==> src/rtl/aqd_pkg.sv <==
package aqd_pkg;

  typedef enum logic [1:0] {
    MODE_QUAD   = 2'd0,
    MODE_SINGLE = 2'd1,
    MODE_UPDN   = 2'd2,
    MODE_QUAD_B = 2'd3
  } in_mode_e;

  typedef enum logic [1:0] {
    RATE_X1  = 2'd0,
    RATE_X2  = 2'd1,
    RATE_X4  = 2'd2,
    RATE_X4B = 2'd3
  } rate_e;

  typedef struct packed {
    logic up;
    logic dn;
    logic abn;
  } step_evt_t;

  // pair layout: bit1 = line A, bit0 = line B
  function automatic step_evt_t quad_step(logic [1:0] p, logic [1:0] c, rate_e r);
    step_evt_t e;
    logic a_chg, b_chg, fwd, qual;
    e     = '0;
    a_chg = p[1] ^ c[1];
    b_chg = p[0] ^ c[0];
    fwd   = c[1] ^ p[0];
    qual  = 1'b0;
    if (a_chg && b_chg) begin
      e.abn = 1'b1;
    end else if (a_chg || b_chg) begin
      case (r)
        RATE_X1: qual = a_chg && !p[0];
        RATE_X2: qual = a_chg;
        default: qual = 1'b1;
      endcase
      e.up = qual && fwd;
      e.dn = qual && !fwd;
    end
    return e;
  endfunction

  function automatic step_evt_t single_step(logic [1:0] p, logic [1:0] c, rate_e r);
    step_evt_t e;
    logic rise, fall;
    e    = '0;
    rise = !p[1] && c[1];
    fall = p[1] && !c[1];
    e.up = c[0] && (rise || ((r != RATE_X1) && fall));
    return e;
  endfunction

  function automatic step_evt_t updn_step(logic [1:0] p, logic [1:0] c);
    step_evt_t e;
    logic ru, rd;
    e    = '0;
    ru   = !p[1] && c[1];
    rd   = !p[0] && c[0];
    e.up = ru && !rd;
    e.dn = rd && !ru;
    return e;
  endfunction

  function automatic step_evt_t apply_dir(step_evt_t e, logic inv);
    step_evt_t o;
    o     = e;
    o.up  = inv ? e.dn : e.up;
    o.dn  = inv ? e.up : e.dn;
    return o;
  endfunction

endpackage

==> src/rtl/aqd_sync.sv <==
module aqd_sync #(
  parameter int STAGES = 2,
  parameter int WIDTH  = 2
) (
  input  logic             clk,
  input  logic             rst_n,
  input  logic [WIDTH-1:0] din,
  output logic [WIDTH-1:0] dout
);
  logic [WIDTH-1:0] stg [STAGES];

  for (genvar i = 0; i < STAGES; i++) begin : g_stage
    if (i == 0) begin : g_first
      always_ff @(posedge clk or negedge rst_n) begin
        if (!rst_n) stg[i] <= '0;
        else        stg[i] <= din;
      end
    end else begin : g_next
      always_ff @(posedge clk or negedge rst_n) begin
        if (!rst_n) stg[i] <= '0;
        else        stg[i] <= stg[i-1];
      end
    end
  end

  assign dout = stg[STAGES-1];
endmodule

==> src/rtl/aqd_step_decode.sv <==
module aqd_step_decode
  import aqd_pkg::*;
(
  input  logic      clk,
  input  logic      rst_n,
  input  logic [1:0] cur,
  input  in_mode_e  mode,
  input  rate_e     rate,
  input  logic      inv,
  output step_evt_t evt
);
  logic [1:0] prev;
  step_evt_t  raw;

  always_ff @(posedge clk or negedge rst_n) begin
    if (!rst_n) prev <= 2'b00;
    else        prev <= cur;
  end

  always_comb begin
    case (mode)
      MODE_SINGLE: raw = single_step(prev, cur, rate);
      MODE_UPDN:   raw = updn_step(prev, cur);
      default:     raw = quad_step(prev, cur, rate);
    endcase
    evt = apply_dir(raw, inv);
  end
endmodule

==> src/rtl/aqd_out.sv <==
module aqd_out
  import aqd_pkg::*;
(
  input  logic      clk,
  input  logic      rst_n,
  input  step_evt_t evt,
  input  logic      abn_clr,
  output logic      count_up,
  output logic      count_down,
  output logic      abnormal
);
  always_ff @(posedge clk or negedge rst_n) begin
    if (!rst_n) begin
      count_up   <= 1'b0;
      count_down <= 1'b0;
      abnormal   <= 1'b0;
    end else begin
      count_up   <= evt.up;
      count_down <= evt.dn;
      if (evt.abn)      abnormal <= 1'b1;
      else if (abn_clr) abnormal <= 1'b0;
    end
  end
endmodule

==> src/rtl/aqd_decoder.sv <==
module aqd_decoder
  import aqd_pkg::*;
#(
  parameter int SYNC_STAGES = 2
) (
  input  logic       clk,
  input  logic       rst_n,
  input  logic       line_a,
  input  logic       line_b,
  input  logic [1:0] in_mode,
  input  logic [1:0] rate_sel,
  input  logic       dir_inv,
  input  logic       abn_clr,
  output logic       count_up,
  output logic       count_down,
  output logic       abnormal
);
  localparam int LINES = 2;

  logic [LINES-1:0] pair_s;
  step_evt_t        evt;
  logic             evt_up, evt_dn, evt_abn;

  aqd_sync #(.STAGES(SYNC_STAGES), .WIDTH(LINES)) u_sync (
    .clk  (clk),
    .rst_n(rst_n),
    .din  ({line_a, line_b}),
    .dout (pair_s)
  );

  aqd_step_decode u_dec (
    .clk  (clk),
    .rst_n(rst_n),
    .cur  (pair_s),
    .mode (in_mode_e'(in_mode)),
    .rate (rate_e'(rate_sel)),
    .inv  (dir_inv),
    .evt  (evt)
  );

  assign evt_up  = evt.up;
  assign evt_dn  = evt.dn;
  assign evt_abn = evt.abn;

  aqd_out u_out (
    .clk       (clk),
    .rst_n     (rst_n),
    .evt       (evt),
    .abn_clr   (abn_clr),
    .count_up  (count_up),
    .count_down(count_down),
    .abnormal  (abnormal)
  );
endmodule

==> config.mk <==
export PLATFORM = sky130hd
export DESIGN_NAME = aqd_decoder
export DESIGN_NICKNAME = d
export VERILOG_FILES = /design/src/rtl/aqd_pkg.sv /design/src/rtl/aqd_sync.sv /design/src/rtl/aqd_step_decode.sv /design/src/rtl/aqd_out.sv /design/src/rtl/aqd_decoder.sv
export SDC_FILE = /design/constraint.sdc
export NUM_CORES = 1
export LEC_CHECK = 0
export BUFFER_PORTS_ARGS = -buffer_cell sky130_fd_sc_hd__clkbuf_2
export CORE_AREA = 3 3 40 42
export CTS_BUF_LIST = sky130_fd_sc_hd__clkbuf_4
export DETAILED_ROUTE_END_ITERATION = 12
export DIE_AREA = 0 0 43 45
export PLACE_DENSITY = 0.59
export SYNTH_ARGS = -nofsm -noshare
export SYNTH_HDL_FRONTEND = slang
export SYNTH_HIERARCHICAL = 1
export SYNTH_SLANG_ARGS = --single-unit
==> constraint.sdc <==
create_clock -name clk -period 2.2 [get_ports clk]
set_input_delay 0.44 -clock clk [delete_from_list [all_inputs] [get_ports clk]]
set_output_delay 0.44 -clock clk [all_outputs]
set_load 0.03 [all_outputs]
==> flow_summary_export.csv <==
group,metric,value,unit
layout,post-route-util,42.8,%
synth,ys_types,18,
synth,synth_nets,57,
run_status,outcome,"complete, no violations",
clock_tree,clk_pin_slew,0.06,ns
synth,netlist_area,459,sq um
run,maxCapViolations,0,
detailed_routing,vias,327,
timing,rsz0062_at_grt,"false",
setup_path,endpoint_kind,"register",
clock_tree,cts_buffer_depth,2,
timing,finalClockSkew,0.00344,ns
layout,final_layout_size_suffix_gt1_share,28.6,%
setup_path,crit_path_max_fanout,4,
layout,final_nets,72,
synth,avgSynthCellArea,10.9,sq um
global_route,grt_overflow_total,0,
timing,fin_ws,0.580,ns
timing,drv_slew,0,
clock_tree,postCtsSetupBuffers,0,
detailed_routing,drtIter0Drc,4,
global_route,grt_pass1_wl,1200,um
timing,min_period_over_period,73.6,%
layout,antenna_cells,0,
floorplanning,io_pins,13,
setup_path,start_kind,"register",
timing,setup_viol_count_final,0,
setup_path,setup.worst_path.class,"register to register",
floorplanning,die_w,43,um
setup_path,required,2.34,ns
global_route,grt_antenna_before_repair,0,
timing,fmax,0.617,GHz
detailed_routing,wl_per_cell,10.4,um
floorplanning,dieArea,1940,sq um
place,dp_cells,67,
clock_tree,cts_tree,"built",
timing,tightest_slew,0.233,ns
synth,syn-instance-count,42,
timing,final.min_clock_period,1.62,ns
clock_tree,hold_buffers,0,
clock_tree,cts_buffers,3,
place,preCtsSetupSlack,0.580,ns
clock_tree,htree_levels,1,
clock_tree,insertion_delay,0.26,ns
layout,final_common_cell,"clkbuf_2",
setup_path,ff2ff_setup_slack,0.58,ns
timing,hold_violations,0,
detailed_routing,firstDrtPassIters,2,
global_route,track_usage,8.95,%
detailed_routing,drcViolationCount,0,
setup_path,r2r-end,"u_out/count_up",
clock_tree,cts_resized,0,
setup_path,arrival,1.76,ns
floorplanning,die_h,45,um
layout,n_fill_cell,123,
layout,final_cell_mix,"clkbuf_2, dfrtp_1, inv_1, ha_1, clkbuf_4",
setup_path,ff2ff_path_depth,6,
power_and_ir_drop,leakagePower,0.294,nW
global_route,grt_max_degree,10,
layout,stdcell_count,71,
clock_tree,clkSinkCount,9,
place,dp_hpwl,634,um
place,port_buffers,12,
setup_path,worstReg2RegStart,"u_sync/dout[1]",
clock_tree,cts-root-buf,"clkbuf_4",
synth,ys.warnings.count,6,
floorplanning,coreArea,1280,sq um
global_route,grt_pass1_vias,292,
synth,synth_seq_cells,9,
synth,seq_area_frac_synth,49.0,%
detailed_routing,wl,740,um
detailed_routing,via_per_inst,4.61,
floorplanning,row_count,13,
timing,setup_tns,0,ns
floorplanning,start_util,35.7,%
layout,syn_to_final_growth,19.9,%
power_and_ir_drop,powerDensity,693,nW/um^2
timing,max_slew_margin,84.4,%
place,gp_congestion,0.669,
min_path,worstHoldPathType,"primary input to asynchronous set/reset pin",
detailed_routing,ant_nets,0,
power_and_ir_drop,vdd.ir_drop.worst,349,uV
timing,hold-worst-slack,0.0241,ns
-- report_power, final --
part,leakage [nW],internal (W),switching [W]
Combinational,0.169,0.0000300,0.0000413
Sequential,0.108,0.000177,0.00000644
Clock,0.0177,0.0000670,0.0000591
-- stage by stage --
| step | cell area, sq um | total power (W) |
|---|---|---|
| after detailed placement | 523 | 0.000260 |
| after CTS | 551 | 0.000389 |
| after global placement | 523 | 0.000258 |
| after floorplan | 459 | 0.000236 |
| after global routing | 551 | 0.000407 |
| final | 551 | 0.000381 |
-- cells in the mapped netlist (all sizes together) --
cell / number / area share, %
nand2b: 1 / 1.4
ha: 5 / 14
buf: 2 / 3.3
xnor2: 1 / 1.9
xor2: 1 / 1.9
a221o: 1 / 2.2
o21ai: 1 / 1.1
dfrtp: 9 / 49
nand2: 2 / 1.6
a22o: 1 / 1.9
a311oi: 2 / 3.8
nor3b: 1 / 1.6
nor3: 1 / 1.1
a21o: 1 / 1.6
a31oi: 2 / 2.7
nor2b: 1 / 1.4
nand3b: 2 / 3.3
inv: 8 / 6.5
-- metal layers --
layer / vias up / global-route usage (%) / share of wire (%)
li1: 169 / - / -
met1: 146 / 8.79 / 39
met2: 12 / 15.9 / 51
met3: 0 / 5.98 / 9.6
met4: 0 / 1.81 / 0
met5: - / 0 / 0
-- logic make-up after synthesis --
kind of cell,after synthesis,synth area share (%)
flops,9,49.0
fa+ha+maj,5,13.6
simple gates,8,10.4
xor+xnor,2,3.82
compound gates,8,13.4
buf+inv,10,9.81
-- worst max-delay path, cell delays in order (launching register included) --
cell and delay, ns:
dfrtp_1 0.40, inv_1 0.06, ha_1 0.33, xor2_1 0.17, a22o_1 0.21, a311oi_1 0.26
a31oi_1 0.07
-- sequential cells by signal (all words and copies together) (netlist names) --
register	count
u_sync/dout	2
u_dec/prev	2
u_out/abnormal	1
u_sync/stg	2
u_out/count_up	1
u_out/count_down	1
-- layout make-up --
type	instances	area, sq um	share of cell area, %
clock buffers	3	22.5	4.09
clock inverters	1	5.00	0.909
inverters	8	30.0	5.45
multi-input cells	23	189	34.3
flip-flops and latches	9	225	40.9
well taps	15	18.8	3.41
repair buffers	12	60.1	10.9
-- how the worst max path moves through the flow --
stage / startpoint / to / slack [ns] / cells after the start
6_report: u_sync/dout[1] / u_out/count_up / 0.58 / 6
5_1_grt: u_sync/dout[1] / u_out/count_up / 0.48 / 6
3_3_place_gp: u_sync/dout[1] / u_out/count_up / 0.61 / 6
2_1_floorplan: u_sync/dout[0] / u_out/count_down / 0.65 / 6
4_1_cts: u_sync/dout[1] / u_out/count_down / 0.57 / 6
3_5_place_dp: u_sync/dout[1] / u_out/count_down / 0.58 / 6
(Power assumes the default switching activity.)
